===== src/rtl/tmc_pkg.sv =====
package tmc_pkg;

  typedef enum logic [1:0] {
    RES_HIT      = 2'b00,
    RES_COLD     = 2'b01,
    RES_CONFLICT = 2'b10,
    RES_CAPACITY = 2'b11
  } result_e;

  // Outcome ordering: a hit wins, then first reference, then shadow presence.
  function automatic result_e classify(input logic hit, input logic seen, input logic in_shadow);
    if (hit)            return RES_HIT;
    else if (!seen)     return RES_COLD;
    else if (in_shadow) return RES_CONFLICT;
    else                return RES_CAPACITY;
  endfunction

endpackage


===== src/rtl/tmc_tag_store.sv =====
module tmc_tag_store #(
  parameter int IDX_W = 1,
  parameter int TAG_W = 4
) (
  input  logic                        clk,
  input  logic                        rst,
  input  logic                        acc_en,
  input  logic [IDX_W-1:0]            acc_idx,
  input  logic [TAG_W-1:0]            acc_tag,
  output logic                        hit,
  output logic                        acc_way,
  output logic [(1<<IDX_W)-1:0]       lru_q,
  output logic [(1<<IDX_W)*2-1:0]     valid_q,
  output logic [(1<<IDX_W)*2*TAG_W-1:0] tag_q
);
  localparam int SETS = 1 << IDX_W;
  localparam int WAYS = 2;

  logic [WAYS-1:0] match;
  logic [WAYS-1:0] set_valid;
  logic            victim;

  always_comb begin
    for (int w = 0; w < WAYS; w++) begin
      set_valid[w] = valid_q[int'(acc_idx) * WAYS + w];
      match[w]     = set_valid[w] &&
                     (tag_q[(int'(acc_idx) * WAYS + w) * TAG_W +: TAG_W] == acc_tag);
    end
  end

  assign hit = |match;

  // Invalid ways are filled lowest first, before the LRU way is evicted.
  always_comb begin
    if (!set_valid[0])      victim = 1'b0;
    else if (!set_valid[1]) victim = 1'b1;
    else                    victim = lru_q[acc_idx];
  end

  assign acc_way = hit ? match[1] : victim;

  for (genvar s = 0; s < SETS; s++) begin : g_set
    logic [WAYS-1:0]       v_r;
    logic [WAYS*TAG_W-1:0] t_r;
    logic                  l_r;

    always_ff @(posedge clk) begin
      if (rst) begin
        v_r <= '0;
        t_r <= '0;
        l_r <= 1'b0;
      end else if (acc_en && (int'(acc_idx) == s)) begin
        v_r[acc_way]                <= 1'b1;
        t_r[acc_way*TAG_W +: TAG_W] <= acc_tag;
        l_r                         <= ~acc_way;
      end
    end

    assign valid_q[s*WAYS +: WAYS]             = v_r;
    assign tag_q[s*WAYS*TAG_W +: WAYS*TAG_W]   = t_r;
    assign lru_q[s]                            = l_r;
  end

endmodule


===== src/rtl/tmc_seen_history.sv =====
module tmc_seen_history #(
  parameter int BLK_W = 5
) (
  input  logic             clk,
  input  logic             rst,
  input  logic             acc_en,
  input  logic [BLK_W-1:0] acc_blk,
  output logic             seen
);
  localparam int NBLK = 1 << BLK_W;

  logic [NBLK-1:0] seen_r;

  assign seen = seen_r[acc_blk];

  always_ff @(posedge clk) begin
    if (rst)         seen_r <= '0;
    else if (acc_en) seen_r[acc_blk] <= 1'b1;
  end

endmodule


===== src/rtl/tmc_shadow_dir.sv =====
module tmc_shadow_dir #(
  parameter int BLK_W   = 5,
  parameter int ENTRIES = 4
) (
  input  logic             clk,
  input  logic             rst,
  input  logic             acc_en,
  input  logic [BLK_W-1:0] acc_blk,
  output logic             hit
);
  // Entry 0 is most recent; invalid entries always sit at the tail.
  logic [ENTRIES-1:0] ent_v;
  logic [BLK_W-1:0]   ent_b [ENTRIES];
  int                 hit_pos;

  always_comb begin
    hit     = 1'b0;
    hit_pos = ENTRIES - 1;
    for (int i = ENTRIES - 1; i >= 0; i--) begin
      if (ent_v[i] && ent_b[i] == acc_blk) begin
        hit     = 1'b1;
        hit_pos = i;
      end
    end
  end

  for (genvar i = 0; i < ENTRIES; i++) begin : g_ent
    always_ff @(posedge clk) begin
      if (rst) begin
        ent_v[i] <= 1'b0;
        ent_b[i] <= '0;
      end else if (acc_en) begin
        if (i == 0) begin
          ent_v[i] <= 1'b1;
          ent_b[i] <= acc_blk;
        end else if (i <= hit_pos) begin
          ent_v[i] <= ent_v[(i > 0) ? i - 1 : 0];
          ent_b[i] <= ent_b[(i > 0) ? i - 1 : 0];
        end
      end
    end
  end

endmodule


===== src/rtl/tag_miss_classifier.sv =====
module tag_miss_classifier #(
  parameter int ADDR_W = 8,
  parameter int OFF_W  = 3,
  parameter int IDX_W  = 1
) (
  input  logic                                       clk,
  input  logic                                       rst,
  input  logic                                       req_valid,
  input  logic [ADDR_W-1:0]                          req_addr,
  output logic                                       rsp_valid,
  output logic [ADDR_W-IDX_W-OFF_W-1:0]              rsp_tag,
  output logic [IDX_W-1:0]                           rsp_index,
  output logic [OFF_W-1:0]                           rsp_offset,
  output logic [1:0]                                 rsp_result,
  output logic                                       rsp_way,
  output logic [(1<<IDX_W)-1:0]                      lru_way,
  output logic [(1<<IDX_W)*2-1:0]                    way_valid,
  output logic [(1<<IDX_W)*2*(ADDR_W-IDX_W-OFF_W)-1:0] way_tag
);
  import tmc_pkg::*;

  localparam int TAG_W    = ADDR_W - IDX_W - OFF_W;
  localparam int BLK_W    = ADDR_W - OFF_W;
  localparam int SETS     = 1 << IDX_W;
  localparam int WAYS     = 2;
  localparam int SHADOW_N = SETS * WAYS;

  function automatic logic [TAG_W-1:0] addr_tag(input logic [ADDR_W-1:0] a);
    return a[ADDR_W-1 -: TAG_W];
  endfunction

  function automatic logic [IDX_W-1:0] addr_idx(input logic [ADDR_W-1:0] a);
    return a[OFF_W +: IDX_W];
  endfunction

  function automatic logic [OFF_W-1:0] addr_off(input logic [ADDR_W-1:0] a);
    return a[OFF_W-1:0];
  endfunction

  function automatic logic [BLK_W-1:0] addr_blk(input logic [ADDR_W-1:0] a);
    return a[ADDR_W-1 -: BLK_W];
  endfunction

  // Named internal events, visible to the bound checker.
  logic    lookup_hit;
  logic    seen_before;
  logic    shadow_hit;
  logic    acc_way;
  result_e outcome;

  tmc_tag_store #(.IDX_W(IDX_W), .TAG_W(TAG_W)) tags_i (
    .clk     (clk),
    .rst     (rst),
    .acc_en  (req_valid),
    .acc_idx (addr_idx(req_addr)),
    .acc_tag (addr_tag(req_addr)),
    .hit     (lookup_hit),
    .acc_way (acc_way),
    .lru_q   (lru_way),
    .valid_q (way_valid),
    .tag_q   (way_tag)
  );

  tmc_seen_history #(.BLK_W(BLK_W)) hist_i (
    .clk     (clk),
    .rst     (rst),
    .acc_en  (req_valid),
    .acc_blk (addr_blk(req_addr)),
    .seen    (seen_before)
  );

  tmc_shadow_dir #(.BLK_W(BLK_W), .ENTRIES(SHADOW_N)) shadow_i (
    .clk     (clk),
    .rst     (rst),
    .acc_en  (req_valid),
    .acc_blk (addr_blk(req_addr)),
    .hit     (shadow_hit)
  );

  assign outcome = classify(lookup_hit, seen_before, shadow_hit);

  always_ff @(posedge clk) begin
    if (rst) begin
      rsp_valid  <= 1'b0;
      rsp_tag    <= '0;
      rsp_index  <= '0;
      rsp_offset <= '0;
      rsp_result <= 2'b00;
      rsp_way    <= 1'b0;
    end else begin
      rsp_valid <= req_valid;
      if (req_valid) begin
        rsp_tag    <= addr_tag(req_addr);
        rsp_index  <= addr_idx(req_addr);
        rsp_offset <= addr_off(req_addr);
        rsp_result <= outcome;
        rsp_way    <= acc_way;
      end
    end
  end

endmodule


===== config.mk =====
export PLATFORM = sky130hd
export DESIGN_NAME = tag_miss_classifier
export DESIGN_NICKNAME = d
export VERILOG_FILES = /design/src/rtl/tmc_pkg.sv /design/src/rtl/tmc_tag_store.sv /design/src/rtl/tmc_seen_history.sv /design/src/rtl/tmc_shadow_dir.sv /design/src/rtl/tag_miss_classifier.sv
export SDC_FILE = /design/constraint.sdc
export NUM_CORES = 1
export LEC_CHECK = 0
export BUFFER_PORTS_ARGS = -buffer_cell sky130_fd_sc_hd__buf_2
export CORE_MARGIN = 2
export CORE_UTILIZATION = 50
export CTS_CLUSTER_DIAMETER = 40
export DETAILED_ROUTE_END_ITERATION = 8
export PLACE_DENSITY_LB_ADDON = 0.2
export SETUP_SLACK_MARGIN = 0.4
export SLEW_MARGIN = 10
export SYNTH_ARGS = -nofsm -noshare
export SYNTH_HDL_FRONTEND = slang
export SYNTH_SLANG_ARGS = --single-unit

===== constraint.sdc =====
create_clock -name clk -period 3.1 [get_ports clk]
set_clock_uncertainty 0.2 [all_clocks]
set_input_delay 0.62 -clock clk [delete_from_list [all_inputs] [get_ports clk]]
set_output_delay 0.62 -clock clk [all_outputs]
set_load 0.05 [all_outputs]

# == Word-level counts from Yosys, hierarchy flattened ==
# Memory sizes are Yosys's and may differ from the RTL's.
# Cells that the tools add are included.
# totals
output_inout_bits,34
mem_count,1
wordCells,112
rom_bits,0
mem_bits_rw,20
latchBits,0
register_bits,70
# memory_table
memory,words,width,read_ports,rd_clocked_by_memory_dff,wr,line_no,text
shadow_i.ent_b,4,5,4,0,4,tmc_shadow_dir.sv:13,logic [BLK_W-1:0] ent_b [ENTRIES];
# classes
reduce_logical,14
bitwise_logic,9
n_addsub,2
n_eq_ne,6
shift,4
mul,0
n_div,0
n_mux,49
n_lt_le_gt_ge,10
# op_table
op,count
$mux 1,35
$neg 3->34,1
$shift 4x34->8 const A,1
$shiftx 4x34->8,1
$lt 32x4->1 const B,1
$or 32x32->32,1
$shiftx 16x32->4,1
$eq 5x5->1,4
$mux 5,4
$bwmux 8,2
$shiftx 16x5->4,1
$logic_and 1x1->1,10
$eq 4x4->1,2
$mux 2,4
$lt 5x6->1 const B,1
$reduce_and 2->1,3
$bmux 1 s5,1
$demux 1 s5,1
$ge 5x1->1 const B,1
$le 2x2->1 const A,2
$lt 1x2->1 const B,2
$or 1x1->1,4
$or 2x2->2,2
$add 2x1->3 const B,1
other kinds (7),8

# == Longest topological paths before layout ==
# Gate-level depths: netlist (run 1).
# depth
ltp_word,12
mapped_depth,8

# == Hierarchy ==
# Synthesis (run 1) repeated with hierarchy kept, for this count alone.
# hier_totals
hier_cells,422
hier_area_um2,4344.2
# modules_own_cells
module,cells_per_inst,area_per_inst_um2,n_inst
tmc_seen_history,168,1473.9,1
tmc_shadow_dir,99,1238.7,1
tmc_tag_store,115,1179.9,1
tag_miss_classifier,40,451.7,1

# == Worst setup path before layout (run 1) ==
# Ideal clock, no wire load.
# synth_timing
kind,input to register
from,in req_addr[7]
to,mem shadow_i.ent_b[3][0] (enable)
setup_ns,0.265
cell_stages,7
required_time_ns,2.635
slack_ns,0.863
arrival_time_ns,1.771
path_cell_list,buf_2 xor2_1 nor4_1 nand3_1 buf_2 a41oi_1 inv_1
# synth_rtl
item,line_no,text
"start, declared",tag_miss_classifier.sv:9,"input logic [ADDR_W-1:0] req_addr,"
"end, declared",tmc_shadow_dir.sv:13,

# == Worst setup path after layout (run 1) ==
# layout_timing
from,in req_addr[3]
to,reg tags_i.g_set[0].t_r[4]
# layout_between
elab_chain_len,10
elab_cells_between_ends,24
# layout_rtl
item,line_no,text
"parallel branches: the longest is 10 deep, another holds $neg 3->34",-,
"end signal, assigned by index",tmc_tag_store.sv:54,t_r[acc_way*TAG_W +: TAG_W] <= acc_tag;
"end, declared",tmc_tag_store.sv:44,logic [WAYS*TAG_W-1:0] t_r;
# Parallel ways; which one is timed is not known. The select of a mux whose other input is x is not followed.
# A chain may end at the register's enable or synchronous reset.

==> results_dict.tcl, run 1 <==
set metrics [dict create \
    status "completed" \
    finalCoreUtilization 0.566 \
    yosysWarningCount 0 \
    synth_top_area_share 0.341 \
    area_growth_pct 11.4 \
    yosys.area.top_type "dfxtp_1" \
    power_frac_clock 0.332 \
    placed_cell_area_um2 4380 \
    setup_ws_ps 787 \
    io_pins 45 \
    die-area_um2 8960 \
    rsz0062_at_grt "no" \
    synth.distinct_cells 45 \
    totalPowerFinal_mw 2.41 \
    regArea_um2 2000 \
    dp_hpwl_mm 6.21 \
    ir_drop_mv 0.371 \
    p_leak_nw 1.97 \
    drtIter0Drc 178 \
    core_um2 8090 \
    p_seq_frac 0.531 \
    cts_setup_buffers 0 \
    fmax_mhz 432 \
    grt_antenna_before_repair 0 \
    gp_congestion 0.792 \
    setup_tns_ps 0 \
    vias 2970 \
    p_switching_mw 0.678 \
    p_int_mw 1.73 \
    clock_latency_ps 360 \
    max_slew_margin 0.602 \
    crit_path_end_kind "flip-flop" \
    ctsLongestPathBuffers 2 \
    drc_errors 0 \
    avgSynthCellArea_um2 10.2 \
    p_comb_frac 0.137 \
    layout-drive-gt1-share 0.176 \
    dp_worst_setup_slack_ps 402 \
    tightest_slew_ps 591 \
    cp_data_required_time_ps 3190 \
    clock-root-buffer "clkbuf_8" \
    start_util 0.508 \
    hp-class "flip-flop to flip-flop" \
    dp.cells 532 \
    power_density_nw_per_um2 526 \
    slowest_stage "o32ai_1" \
    cp-start-kind "primary input" \
    setup_violations 0 \
    critPathMaxFanout 18 \
    synth-async-reset-ratio 0 \
    netlist_area_um2 4110 \
    tritoncts "yes" \
    syn_inst 403 \
    setup.worst_path.class "primary input to flip-flop" \
    port_buffers 44 \
    dieHeight_um 94.7 \
    holdBufCountCts 0 \
    viasPerCell 5.42 \
    crit_chain "buf_2, buf_4, o32ai_1, nand4b_2, a2bb2oi_4, mux2i_1" \
    num_rows 33 \
    grt_pass1_vias 2865 \
    clkSlewWorstSetupHoldPaths_ps 90 \
    final_cells 548 \
    syn_nets 414 \
    ant_nets 0 \
    grt_max_degree 53 \
    grt_pass1_wl_mm 14.6 \
    dr.pass1.iters 4 \
    arrival_ps 2410 \
    wl_per_cell_um 16.3 \
    antenna_cells 0 \
    yosys-top-cells-count "70 x dfxtp_1, 45 x nor2_1, 43 x mux2i_1" \
    overflow 0 \
    min_period_over_period 0.746 \
    cts-htree-levels 3 \
    r2r_slack_ps 950 \
    hold_slack_ps 255 \
    track_usage 0.213 \
    hold_viol_final 0 \
    swShare 0.282 \
    cap_violations 0 \
    fin_nets 449 \
    clkSinkCount 90 \
    slew_viol_final 0 \
    synth_flop_cell "dfxtp_1" \
    die_x_um 94.7 \
    cts_buffers 9 \
    yosysMostFrequentCell "dfxtp_1" \
    routed_wl_mm 8.96 \
    ys_top_cells_by_area "dfxtp_1 34%, edfxtp_1 15%, mux2i_1 10%" \
    ys_seq_area_frac 0.487 \
    cts_resized 0 \
    synth-edff-count 20 \
    fin_area_um2 4580 \
    multiInputGateArea_um2 1930 \
    fillCellCount 751 \
    fin_crit_ps 2310 \
    critical-path-max-stage-delay_ps 460 \
    ys_ff_latch 90 \
]
state kept, by name (all words and copies together) (netlist names):
signal and flops:
shadow_i.ent_b 20, rsp_valid 1, hist_i.seen_r 32, rsp_way 1
rsp_offset 3, shadow_i.ent_v 4, tags_i.g_set.t_r 16, rsp_result 2
tags_i.g_set.l_r 2, tags_i.g_set.v_r 4, rsp_index 1, rsp_tag 4
placed cells by master, fill, tap and decap left out, types with 2 or more instances in the layout:
master	instances
o221ai_1	4
nand3_1	4
clkinvlp_4	2
o21ai_0	4
nor3_1	4
and3_1	12
nor2b_1	2
nor2_1	45
or2_2	3
a21o_1	5
dfxtp_1	70
xnor2_1	11
nand2_1	11
nand2b_1	26
and2_1	16
xor2_1	19
o22ai_1	4
a21oi_1	37
buf_4	6
mux2i_1	43
nor4_1	3
o211ai_1	4
edfxtp_1	20
nand4_1	2
buf_2	44
inv_1	9
a41oi_1	2
clkbuf_8	9
path summary, 6_finish.rpt:
check	startpoint	to	cells after the start
min	rsp_tag[1]	rsp_tag[1]	1
max reg2reg	shadow_i.ent_b[1][0]	shadow_i.ent_b[3][3]	5
max	req_addr[3]	tags_i.g_set[0].t_r[4]	6
min reg2reg	rsp_tag[1]	rsp_tag[1]	1
metal layers:
metal | global-route usage | part of all wire | vias to the layer above
met5 | 0 | 0 | -
met4 | 0.0918 | 0.018 | 0
met3 | 0.0479 | 0.056 | 15
met2 | 0.332 | 0.47 | 78
met1 | 0.284 | 0.46 | 1405
li1 | - | - | 1472
cells by family (layout without fill, tap and decap cells):
| logic type | count (synthesis) | after routing | share of synthesized area |
|---|---|---|---|
| xor gates and xnor gates | 30 | 30 | 0.0639 |
| buffers and inverters | 36 | 76 | 0.0426 |
| and+or+nand+nor | 131 | 131 | 0.171 |
| DFF | 90 | 90 | 0.487 |
| muxes | 43 | 43 | 0.105 |
| AOI/OAI and AO/OA | 73 | 73 | 0.131 |
power by group through the flow:
stage	Sequential, mW	Combinational [mW]	Clock [mW]
CTS	1.28	0.331	0.815
global route	1.28	0.355	0.855
detailed placement	1.31	0.330	0
floorplan	1.37	0.189	0
finish	1.28	0.329	0.799
global placement	1.31	0.325	0
worst max-delay path, delay by kind of cell:
family / cells / cell delay (ps)
muxes: 1 / 210
and+or+nand+nor: 1 / 300
buffers and inverters: 2 / 480
AOI/OAI and AO/OA: 2 / 790
final cells by class:
class,instances,area share
multi-input combinational,277,0.422
tap,105,0.0287
clock inverter,6,0.0145
inverter,9,0.00738
sequential,90,0.437
clock buffer,10,0.0279
timing repair buffer,51,0.0623
(Power assumes the default switching activity.)
==> run 2, diff against run 1 <==
Clock period 3.1 ns to 2.1 ns, I/O delays scaled along.
==> results_dict.tcl, run 2 (synthesis results as in run 1) <==
set metrics [dict create \
    arrival_ps 1870 \
    crit_family "simple AND/OR/NAND/NOR gates" \
    clock_latency_ps 360 \
    ant_nets 0 \
    tritoncts "yes" \
    r2r_cells 5 \
    overflow 0 \
    max_slew_margin 0.664 \
    fin_crit_ps 1940 \
    antenna_cells 0 \
    cp_num_cells 5 \
    finalCoreUtilization 0.637 \
    p_comb_frac 0.150 \
    tightest_slew_ps 500 \
    largest_reg_flops 32 \
    dieHeight_um 94.7 \
    cp-start-kind "flip-flop" \
    startpoint "shadow_i.ent_b[1][0]" \
    p_switching_mw 1.04 \
    grt_max_degree 42 \
    cap_violations 0 \
    grt_antenna_before_repair 0 \
    drtIter0Drc 90 \
    r2r_slack_ps 160 \
    die-area_um2 8960 \
    clkSlewWorstSetupHoldPaths_ps 90 \
    gp_congestion 0.787 \
    final_cells 584 \
    setup_violations 0 \
    wl_met3_um 354 \
    io_pins 45 \
    routed_wl_mm 9.57 \
    hold_viol_final 0 \
    core_um2 8090 \
    min_period_over_period 0.924 \
    fin_nets 485 \
    power_frac_clock 0.365 \
    critical-path-max-stage-delay_ps 410 \
    area_growth_pct 25.5 \
    die_x_um 94.7 \
    port_buffers 44 \
    fillCellCount 697 \
    layout-drive-gt1-share 0.340 \
    vias 3128 \
    swShare 0.266 \
    crit_path_end "shadow_i.ent_b[3][0]" \
    fmax_mhz 515 \
    viasPerCell 5.36 \
    start_util 0.508 \
    layout_commonest_cell "dfxtp_1" \
    cts-htree-levels 3 \
    clkSinkCount 90 \
    crit_chain "xor2_1, nor4_1, nand3_1, and3_4, and2_1" \
    p_leak_nw 2.23 \
    drc_errors 0 \
    wl_per_cell_um 16.4 \
    hp-class "primary input to flip-flop" \
    setup.worst_path.class "flip-flop to flip-flop" \
    p_seq_frac 0.485 \
    num_rows 33 \
    dr.pass1.iters 4 \
    reg_top3 "hist_i.seen_r (32), shadow_i.ent_b (20), tags_i.g_set.t_r (16)" \
    critPathMaxFanout 5 \
    hold_slack_ps 89.8 \
    slew_viol_final 0 \
    power_density_nw_per_um2 756 \
    grt_pass1_wl_mm 14.9 \
    cts_buffers 9 \
    slowest_stage "edfxtp_1" \
    setup_tns_ps 0 \
    top_register "hist_i.seen_r" \
    rsz0062_at_grt "yes" \
    dp_hpwl_mm 6.45 \
    status "completed" \
    final_cell_mix "52 x dfxtp_1, 45 x nor2_1, 40 x mux2i_1" \
    ir_drop_mv 0.414 \
    highest_layer "met4" \
    dr_wl_met2_mm 4.74 \
    cp_data_required_time_ps 2030 \
    crit_path_end_kind "flip-flop" \
    path_buf_inv 0 \
    dp.cells 557 \
    ctsLongestPathBuffers 2 \
    grt_pass1_vias 3037 \
    met1_length_mm 4.35 \
    r2r-end "shadow_i.ent_b[3][0]" \
    p_int_mw 2.86 \
    clock-root-buffer "clkbuf_8" \
    holdBufCountCts 0 \
    timing.rr.start "shadow_i.ent_b[1][0]" \
    track_usage 0.221 \
]
[run 2: cell types whose count changed in the layout (fill, tap and decap cells not counted), sizes merged]
| cell | previous run | this run |
|---|---|---|
| bufinv | 1 | 3 |
| clkinv | 2 | 0 |
| buf | 51 | 84 |
| clkbuf | 10 | 13 |
[run 2: cell type report]
type                    instances  area (µm²)  area share
inverters                       9        33.8     0.00655
clock buffers                  10         128      0.0248
repair buffers                 87         622       0.121
multi-input cells             277        2100       0.407
clock inverters                 6         114      0.0221
flip-flops and latches         90        2030       0.393
well taps                     105         131      0.0255
[run 2: layer usage]
| layer | vias to the layer above | GRT usage |
|---|---|---|
| li1 | 1538 | - |
| met1 | 1508 | 0.279 |
| met2 | 70 | 0.378 |
| met3 | 12 | 0.0511 |
| met4 | 0 | 0.0628 |
| met5 | - | 0 |
[run 2: per-stage QoR]
stage,instance area [µm²],setup slack (ps),power (mW)
after floorplan,4220,167,2.32
after global placement,4650,-210,2.45
after detailed placement,4650,-255,2.46
after CTS,5060,169,3.89
after global routing,5160,110,4.02
final,5160,159,3.90
[run 2: power groups by stage]
stage               clock network (mW)  logic (mW)  registers [mW]
global placement                     0       0.526            1.93
CTS                               1.44       0.564            1.89
finish                            1.42       0.586            1.89
global route                      1.50       0.626            1.90
floorplan                            0       0.297            2.02
detailed placement                   0       0.532            1.93
[run 2: worst min-delay path: cells and delay by family]
family,cells,cell delay [ps]
buffers and inverters,1,70
muxes,1,50
and+or+nand+nor,1,70
[run 2: timing repair]
action,CTS,global route
gates resized for setup,24,13
endpoints found under the setup margin,52,61
pin swaps,28,17
setup buffers,6,4
cloned,0,1
[run 2: worst min path at each step]
stage                     cells past startpoint                end               from  slack [ps]
final                                         3      rsp_offset[2]        req_addr[2]          90
after global routing                          3      rsp_offset[0]        req_addr[0]          90
after CTS                                     3      rsp_offset[2]        req_addr[2]          80
after detailed placement                      1         rsp_tag[0]         rsp_tag[0]         240
after global placement                        1         rsp_tag[0]         rsp_tag[0]         230
after floorplan                               1  shadow_i.ent_v[3]  shadow_i.ent_v[3]         230
==> run 3, diff against run 2 <==
Settings changed: SYNTH_HIERARCHICAL from default to 1.
==> results_dict.tcl, run 3 <==
set metrics [dict create \
    status "completed" \
    synth-async-reset-ratio 0 \
    timing.rr.start "shadow_i/ent_b[0][0]" \
    p_seq_frac 0.507 \
    r2r_cells 7 \
    yosys-top-cells-count "70 x dfxtp_1, 48 x nor2_1, 47 x mux2i_1" \
    dp.cells 597 \
    die-area_um2 9450 \
    ant_nets 0 \
    critPathMaxFanout 6 \
    ys_seq_area_frac 0.461 \
    core_um2 8550 \
    synth-adder-area-share 0 \
    r2r_slack_ps 80 \
    synthMuxAreaShare 0.111 \
    dieHeight_um 97.2 \
    fin_crit_ps 2020 \
    max_slew_margin 0.690 \
    start_util 0.508 \
    dp_hpwl_mm 7.06 \
    crit_path_end_kind "flip-flop" \
    grt_max_degree 44 \
    slew_viol_final 0 \
    drc_errors 0 \
    synth-edff-count 20 \
    cts-htree-levels 3 \
    hp-class "primary input to flip-flop" \
    r2r-end "shadow_i/ent_b[1][7]" \
    synth_top_area_share 0.323 \
    synth_flop_cell "dfxtp_1" \
    grt_antenna_before_repair 0 \
    setup_violations 0 \
    crit_path_end "shadow_i/ent_b[1][7]" \
    viasPerCell 5.35 \
    rsz0062_at_grt "yes" \
    routed_wl_mm 10.8 \
    syn_nets 433 \
    track_usage 0.224 \
    power_frac_clock 0.304 \
    power_density_nw_per_um2 649 \
    yosys.area.top_type "dfxtp_1" \
    vias 3455 \
    cts_buffers 9 \
    tightest_slew_ps 465 \
    drtIter0Drc 138 \
    port_buffers 44 \
    area_growth_pct 32.6 \
    min_period_over_period 0.961 \
    p_leak_nw 2.48 \
    cp-start-kind "flip-flop" \
    clock-root-buffer "clkbuf_8" \
    overflow 0 \
    cp_data_required_time_ps 2020 \
    clkSlewWorstSetupHoldPaths_ps 100 \
    dr.pass1.iters 4 \
    p_switching_mw 1.14 \
    min_path_cells 3 \
    hold_viol_final 0 \
    p_int_mw 2.60 \
    die_x_um 97.2 \
    yosysWarningCount 6 \
    arrival_ps 1940 \
    ir_drop_mv 0.491 \
    yosys.area_share.simple 0.189 \
    reg_top3 "hist_i/seen_r (32), shadow_i/ent_b (20), tags_i/g_set.t_r (16)" \
    io_pins 45 \
    netlist_area_um2 4340 \
    fillCellCount 645 \
    largest_reg_flops 32 \
    antenna_cells 0 \
    met1_usage 0.315 \
    final_cell_mix "71 x buf_4, 56 x dfxtp_1, 46 x nor2_1" \
    setup_ws_ps 80.9 \
    wl_per_cell_um 16.8 \
    clkSinkCount 90 \
    cap_violations 0 \
    layout-drive-gt1-share 0.413 \
    grt_pass1_vias 3467 \
    gp_congestion 0.873 \
    synth.distinct_cells 56 \
    regArea_um2 2020 \
    synth_top_family_by_area "simple AND/OR/NAND/NOR gates" \
    num_rows 34 \
    dp_worst_setup_slack_ps -295 \
    use_met3 0.0482 \
    tritoncts "yes" \
    syn_inst 422 \
    synth_xor_xnor_area_share 0.0657 \
    holdBufCountCts 0 \
    grt_pass1_wl_mm 17.2 \
    p_comb_frac 0.189 \
    swShare 0.305 \
    yosysMostFrequentCell "dfxtp_1" \
    use_met2 0.355 \
    fmax_mhz 495 \
    avgSynthCellArea_um2 10.3 \
    ys_ff_latch 90 \
    multiInputGateArea_um2 2280 \
    fin_nets 544 \
    top_register "hist_i/seen_r" \
    clock_latency_ps 370 \
    startpoint "shadow_i/ent_b[0][0]" \
    layout_commonest_cell "buf_4" \
    gr-max-usage-layer "met2" \
    synth_compound_gate_area_share 0.111 \
    setup.worst_path.class "flip-flop to flip-flop" \
    ctsLongestPathBuffers 2 \
    final_cells 646 \
    ys_top_cells_by_area "dfxtp_1 32%, edfxtp_1 14%, mux2i_1 11%" \
]
## run 3: changes by cell type in the layout (fill, tap and decap cells not counted), sizes merged, moves of 4 or more
cell / delta
a21o: -5
xnor2: -4
nand2: +4
buf: +41
nand3b: +5
and3: -4
nand2b: -4
o2111ai: +4
mux2i: +4
inv: +6
nor2: +6
o211ai: -4
xor2: +4
## run 3: metal layers
| metal | vias to the layer above | routed length, µm | share of wire |
|---|---|---|---|
| met1 | 1684 | 5080 | 0.47 |
| met5 | - | 0 | 0 |
| li1 | 1688 | - | - |
| met2 | 66 | 5150 | 0.48 |
| met4 | 0 | 198 | 0.018 |
| met3 | 17 | 400 | 0.037 |
## run 3: logic make-up (layout without fill, tap and decap cells)
group           after synthesis  in the layout
xor+xnor                     30             30
flops                        90             90
simple gates                145            145
compound gates               67             67
mux                          48             48
buf+inv                      42            158
## run 3: worst min path at each step
stage                      start           endpoint
2_1_floorplan  hist_i/seen_r[18]  hist_i/seen_r[18]
4_1_cts              req_addr[1]      rsp_offset[1]
3_3_place_gp   hist_i/seen_r[18]  hist_i/seen_r[18]
6_report             req_addr[1]      rsp_offset[1]
5_1_grt              req_addr[0]      rsp_offset[0]
3_5_place_dp   shadow_i/ent_v[1]  shadow_i/ent_v[2]
## run 3: critical path, cell delays in order (launching register included)
cell and delay [ps]:
edfxtp_1 430, xor2_2 170, nor4_2 280, and3_4 270
buf_6 110, nor4_2 30, buf_4 150, and2_4 130
## run 3: area by class of cell
cell class / count / share of cell area
clock buffer: 9 / 0.0215
clock inverter: 7 / 0.0102
inverter: 12 / 0.00847
multi-input combinational: 290 / 0.396
sequential: 90 / 0.350
tap: 108 / 0.0235
timing repair buffer: 130 / 0.190
## run 3: repair_timing
action	in CTS	in global routing
setup buffers	15	16
pin swaps	37	17
setup endpoints to repair	70	64
gates cloned	2	0
resized for setup	42	39
## run 3: power by group through the flow
stage / combinational (mW) / clock (mW) / sequential [mW]
after global placement: 0.584 / 0 / 1.93
after global routing: 0.748 / 1.23 / 1.90
after CTS: 0.655 / 1.15 / 1.89
after floorplan: 0.312 / 0 / 2.03
after detailed placement: 0.592 / 0 / 1.93
final: 0.707 / 1.14 / 1.89
## run 3: through the flow
step | total power [mW] | instance area (µm²) | hold WS (ps) | TNS (ps) | util
after floorplan | 2.34 | 4410 | 230 | 0 | -
after global placement | 2.52 | 5000 | 245 | -9600 | 0.585
after detailed placement | 2.52 | 5000 | 258 | -11720 | 0.585
after CTS | 3.70 | 5500 | 86.2 | 0 | 0.643
after global routing | 3.88 | 5760 | 93.7 | 0 | 0.674
final | 3.74 | 5760 | 83.7 | 0 | 0.674
